[config.mk]
export PLATFORM = sky130hd
export DESIGN_NAME = mbox_router
export DESIGN_NICKNAME = d
export VERILOG_FILES = /design/src/rtl/mbr_pkg.sv /design/src/rtl/mbr_fifo.sv /design/src/rtl/mbr_collect.sv /design/src/rtl/mbox_router.sv
export SDC_FILE = /design/constraint.sdc
export NUM_CORES = 1
export LEC_CHECK = 0
export BUFFER_PORTS_ARGS = -buffer_cell sky130_fd_sc_hd__clkbuf_2
export CORE_AREA = 2 2 169 171
export DETAILED_ROUTE_END_ITERATION = 12
export DIE_AREA = 0 0 171 173
export GPL_ROUTABILITY_DRIVEN = 0
export PLACE_DENSITY = 0.59
export SLEW_MARGIN = 10
export SYNTH_ARGS = -nofsm -noshare
export SYNTH_HDL_FRONTEND = slang
export SYNTH_SLANG_ARGS = --single-unit
export TNS_END_PERCENT = 1
[constraint.sdc]
create_clock -name clk -period 6.89 [get_ports clk]
set_input_delay 1.7225 -clock clk [delete_from_list [all_inputs] [get_ports clk]]
set_output_delay 1.7225 -clock clk [all_outputs]
set_load 0.02 [all_outputs]
[src/rtl/mbr_pkg.sv]
package mbr_pkg;

    localparam int DW     = 32;
    localparam int CH_W   = 4;
    localparam logic [3:0] WIN_TAG = 4'hA;

    typedef struct packed {
        logic            hit;
        logic [CH_W-1:0] ch;
        logic [DW-1:0]   word;
    } wr_req_t;

    typedef enum logic [1:0] {
        DLV_NONE   = 2'd0,
        DLV_DIRECT = 2'd1,
        DLV_DRAIN  = 2'd2
    } dlv_src_e;

    function automatic logic in_window(input logic [7:0] a);
        return (a[7:4] == WIN_TAG) && (a[1:0] == 2'b00);
    endfunction

    function automatic logic [CH_W-1:0] chan_of(input logic [DW-1:0] w);
        return w[CH_W-1:0];
    endfunction

endpackage

[src/rtl/mbr_fifo.sv]
module mbr_fifo #(
    parameter int DW    = 32,
    parameter int DEPTH = 4,
    localparam int PW   = (DEPTH > 1) ? $clog2(DEPTH) : 1,
    localparam int CW   = $clog2(DEPTH + 1)
) (
    input  logic          clk,
    input  logic          rst,
    input  logic          push,
    input  logic          pop,
    input  logic [DW-1:0] wdata,
    output logic [DW-1:0] head,
    output logic [CW-1:0] count,
    output logic          empty,
    output logic          full
);
    logic [DW-1:0] mem [DEPTH];
    logic [PW-1:0] rd_ptr, wr_ptr;

    function automatic logic [PW-1:0] bump(input logic [PW-1:0] p);
        return (p == PW'(DEPTH - 1)) ? '0 : p + 1'b1;
    endfunction

    always_ff @(posedge clk) begin
        if (rst) begin
            rd_ptr <= '0;
            wr_ptr <= '0;
            count  <= '0;
        end else begin
            if (push) begin
                mem[wr_ptr] <= wdata;
                wr_ptr      <= bump(wr_ptr);
            end
            if (pop) rd_ptr <= bump(rd_ptr);
            case ({push, pop})
                2'b10:   count <= count + 1'b1;
                2'b01:   count <= count - 1'b1;
                default: count <= count;
            endcase
        end
    end

    assign head  = mem[rd_ptr];
    assign empty = (count == '0);
    assign full  = (count == CW'(DEPTH));
endmodule

[src/rtl/mbr_collect.sv]
module mbr_collect #(
    parameter int NCH = 9,
    parameter int DW  = 32,
    localparam int SW = (NCH > 1) ? $clog2(NCH) : 1
) (
    input  logic              rst,
    input  logic [NCH-1:0]    chan_avail,
    input  logic [NCH*DW-1:0] chan_fetch_data,
    input  logic              inb_full,
    output logic [NCH-1:0]    chan_fetch,
    output logic              inb_push,
    output logic [DW-1:0]     inb_data
);
    logic [SW-1:0] sel;
    logic          any;
    logic          go;

    // Scan from the top down so the lowest set channel is kept last.
    always_comb begin
        sel = '0;
        any = 1'b0;
        for (int i = NCH - 1; i >= 0; i--) begin
            if (chan_avail[i]) begin
                sel = SW'(i);
                any = 1'b1;
            end
        end
    end

    assign go         = any && !inb_full && !rst;
    assign chan_fetch = go ? (NCH'(1) << sel) : '0;
    assign inb_push   = go;
    assign inb_data   = chan_fetch_data[sel*DW +: DW];
endmodule

[src/rtl/mbox_router.sv]
module mbox_router
    import mbr_pkg::*;
#(
    parameter int NCH   = 9,
    parameter int DEPTH = 4,
    parameter int AW    = 8,
    localparam int CW   = $clog2(DEPTH + 1)
) (
    input  logic              clk,
    input  logic              rst,
    input  logic              host_wr_valid,
    input  logic [AW-1:0]     host_wr_addr,
    input  logic [DW-1:0]     host_wr_data,
    input  logic [NCH-1:0]    chan_busy,
    input  logic [NCH-1:0]    chan_avail,
    input  logic [NCH*DW-1:0] chan_fetch_data,
    input  logic              inb_full,
    output logic [NCH-1:0]    chan_deliver,
    output logic [DW-1:0]     chan_deliver_data,
    output logic [NCH-1:0]    chan_fetch,
    output logic              inb_push,
    output logic [DW-1:0]     inb_data
);
    wr_req_t          req;
    logic [15:0]      busy_ext;
    logic             ch_ok, accept, tgt_busy;
    logic             q_push, q_pop, q_empty, q_full;
    logic [DW-1:0]    q_head;
    logic [CW-1:0]    q_count;
    logic [CH_W-1:0]  head_ch;
    dlv_src_e         src;

    assign busy_ext = 16'(chan_busy);

    always_comb begin
        req.hit  = host_wr_valid && in_window(host_wr_addr[7:0]);
        req.ch   = chan_of(host_wr_data);
        req.word = host_wr_data;
    end

    assign ch_ok    = (32'(req.ch) < NCH);
    assign tgt_busy = busy_ext[req.ch];
    assign accept   = req.hit && !q_full && ch_ok;
    assign q_push   = accept && tgt_busy;
    assign head_ch  = chan_of(q_head);

    always_comb begin
        src = DLV_NONE;
        if (accept && !tgt_busy)                src = DLV_DIRECT;
        else if (!q_empty && !busy_ext[head_ch]) src = DLV_DRAIN;
    end

    assign q_pop = (src == DLV_DRAIN);

    mbr_fifo #(.DW(DW), .DEPTH(DEPTH)) u_outq (
        .clk   (clk),
        .rst   (rst),
        .push  (q_push),
        .pop   (q_pop),
        .wdata (req.word),
        .head  (q_head),
        .count (q_count),
        .empty (q_empty),
        .full  (q_full)
    );

    always_ff @(posedge clk) begin
        if (rst) begin
            chan_deliver      <= '0;
            chan_deliver_data <= '0;
        end else begin
            case (src)
                DLV_DIRECT: begin
                    chan_deliver      <= NCH'(1) << req.ch;
                    chan_deliver_data <= req.word;
                end
                DLV_DRAIN: begin
                    chan_deliver      <= NCH'(1) << head_ch;
                    chan_deliver_data <= q_head;
                end
                default: chan_deliver <= '0;
            endcase
        end
    end

    mbr_collect #(.NCH(NCH), .DW(DW)) u_collect (
        .rst             (rst),
        .chan_avail      (chan_avail),
        .chan_fetch_data (chan_fetch_data),
        .inb_full        (inb_full),
        .chan_fetch      (chan_fetch),
        .inb_push        (inb_push),
        .inb_data        (inb_data)
    );
endmodule

==> flow_summary.toml <==
[run_status]
outcome = "complete, no violations"

[cts]
clock_latency_ns = 0.43
post_cts_buffers = 0
path_clk_slew_ns = 0.06
cts_tree = "yes"
clock-root-buffer = "clkbuf_16"
cts_buffers = 17
hold_buffers = 0
htreeDepth = 4
clk_path_buf_depth = 2
clock-sinks = 178
cts_resized = 0

[timing]
fin_tns_setup_ns = 0
fmax_ghz = 0.164
setup_viol = 0
tightest_slew_ns = 0.962
period_share = 0.883
fin_ws_ns = 0.804
min_period_ns = 6.09
rsz0062_at_grt = "false"
finalClockSkew_ns = 0.0135
slew_violations = 0
slew_headroom = 0.359
hold_viol_final = 0

[yosys]
synthDistinctLibCells = 48
synth_edf_count = 128
synth_seq_cells = 178
synth_top_flop_cell = "edfxtp_1"
synth_warnings = 0
syn_inst = 731
async_flop_share = 0
avgSynthCellArea_um2 = 12.6
seq_area_frac_synth = 0.526
syn_area_um2 = 9210
syn_nets = 1088

[placement]
dp.cells = 1485
port_buffers = 430
dp_worst_setup_slack_ns = 0.881
hpwl_mm = 29.0

[floorplan]
ios = 433
start_util = 0.333
die-area_um2 = 29600
rows = 61
die_y_um = 173
design.core.area_um2 = 27600
die_w_um = 171

[cells_and_area]
layout_common_cells = "430 x clkbuf_2, 128 x edfxtp_1, 90 x nand2_1"
layout_commonest_cell = "clkbuf_2"
drive_gt1_frac = 0.520
nNetsFinal = 1483
syn_to_final_growth_pct = 34.0
fin_cells = 1524

[routing]
wl_mm = 37.8
wire_per_inst_um = 24.8
viasPerCell = 5.41
ant_nets = 0
initialDrtViolationCount = 969
detail_route.first_pass.iterations = 9
vias = 8251
drcViolationCount = 0

[global_route]
grt_usage = 0.247
first_global_vias = 7962
gr-total-overflow = 0
grt_pass1_wl_mm = 53.1
antenna_found_initial = 12
grt_max_degree = 71

[power_and_ir_drop]
total_power_uw = 3170
vdd_ir_drop_max_uv = 196
power_density_nw_per_um2 = 257
p_leak_uw = 0.00498

[setup_path]
cp_max_fo = 36
r2r_cells = 12
worst_ep_required_time_ns = 5.17
cp-start-kind = "input pin"
crit_arrival_ns = 4.36
crit_type = "input pin to output port"
end_kind = "output port"

[flow_run]
drv_cap = 0

[min_path]
worstHoldPathType = "flop to flop"
whs_path_depth = 2
## cell usage after synthesis, drive strengths merged, types with 4 or more instances
| master | count | area, µm² |
|---|---|---|
| o21ai | 4 | 23.8 |
| mux2 | 65 | 736 |
| ha | 6 | 75.1 |
| nor3 | 9 | 45.0 |
| a222oi | 64 | 641 |
| nand2b | 6 | 37.5 |
| clkbuf | 54 | 203 |
| nor2 | 51 | 191 |
| dfxtp | 50 | 1000 |
| o221ai | 18 | 158 |
| inv | 8 | 30.0 |
| o22ai | 15 | 93.8 |
| nor2b | 5 | 36.3 |
| a21oi | 6 | 30.0 |
| a21o | 15 | 113 |
| edfxtp | 128 | 3840 |
| mux4 | 34 | 766 |
| nand2 | 90 | 338 |
| buf | 15 | 106 |
| mux2i | 15 | 163 |
| a311oi | 32 | 280 |
| and2 | 11 | 68.8 |
| nand3 | 4 | 20.0 |
## final cells by class
type | instances | area, µm²
Tap cell | 378 | 473
Sequential cell | 178 | 4850
Antenna cell | 7 | 17.5
Inverter | 8 | 30.0
Multi-Input combinational cell | 476 | 4050
Clock buffer | 19 | 433
Fill cell | 2652 | 15300
Clock inverter | 13 | 171
Timing Repair Buffer | 445 | 2310
## routing by layer
metal	track usage	up-vias	wire [µm]
li1	-	3759	-
met1	0.331	4005	15600
met2	0.355	439	16100
met3	0.132	40	5440
met4	0.0494	8	587
met5	0	-	42
## worst max-delay path, stage by stage
cell,delay (ns)
clkbuf_2,0.09
nand2b_1,0.09
a21oi_1,0.09
o21bai_4,0.47
buf_12,0.29
buf_4,0.32
mux2_2,0.42
a222oi_1,0.35
o221ai_1,0.18
clkbuf_2,0.26
## kinds of logic (layout without fill, tap and decap cells)
| group | count (synthesis) | count (layout) | share of synthesized area |
|---|---|---|---|
| flip-flops | 178 | 178 | 0.526 |
| XOR/XNOR | 2 | 2 | 0.00190 |
| adder cells (fa/ha/maj) | 7 | 7 | 0.0103 |
| AO/OA/AOI/OAI | 163 | 163 | 0.154 |
| buffers and inverters | 77 | 485 | 0.0368 |
| multiplexers | 114 | 114 | 0.181 |
| AND/OR/NAND/NOR | 190 | 190 | 0.0907 |
| other | 0 | 7 | 0 |
## where the power goes
group | leakage (µW) | internal (µW) | switching (µW) | total, µW
logic | 0.00313 | 392 | 543 | 935
registers | 0.00156 | 1210 | 35.3 | 1240
clock network | 0.000296 | 579 | 420 | 999
total | 0.00498 | 2180 | 998 | 3170
## stage by stage
| stage | hold WS, ns | instance area, µm² | utilization |
|---|---|---|---|
| finish | 0.477 | 12300 | 0.447 |
| global route | 0.501 | 12300 | 0.446 |
| CTS | 0.483 | 12300 | 0.446 |
| detailed placement | 0.470 | 11700 | 0.424 |
| global placement | 0.465 | 11700 | 0.424 |
| floorplan | 0.472 | 9210 | - |
## final timing paths
path | to | start | slack (ns)
max | inb_data[5] | chan_avail[6] | 0.80
min | chan_deliver_data[30] | chan_deliver_data[30] | 0.48
max reg2reg | u_outq.count[2] | flop | 2.94
min reg2reg | chan_deliver_data[30] | chan_deliver_data[30] | 0.48
## sequential cells by signal, summed over array words and instances (netlist names), named ones only
register and cells:
u_outq.wr_ptr 2, u_outq.rd_ptr 2, chan_deliver_data 32, chan_deliver 9, u_outq.count 3, u_outq.mem 128
Power figures use the tool's default switching activity.
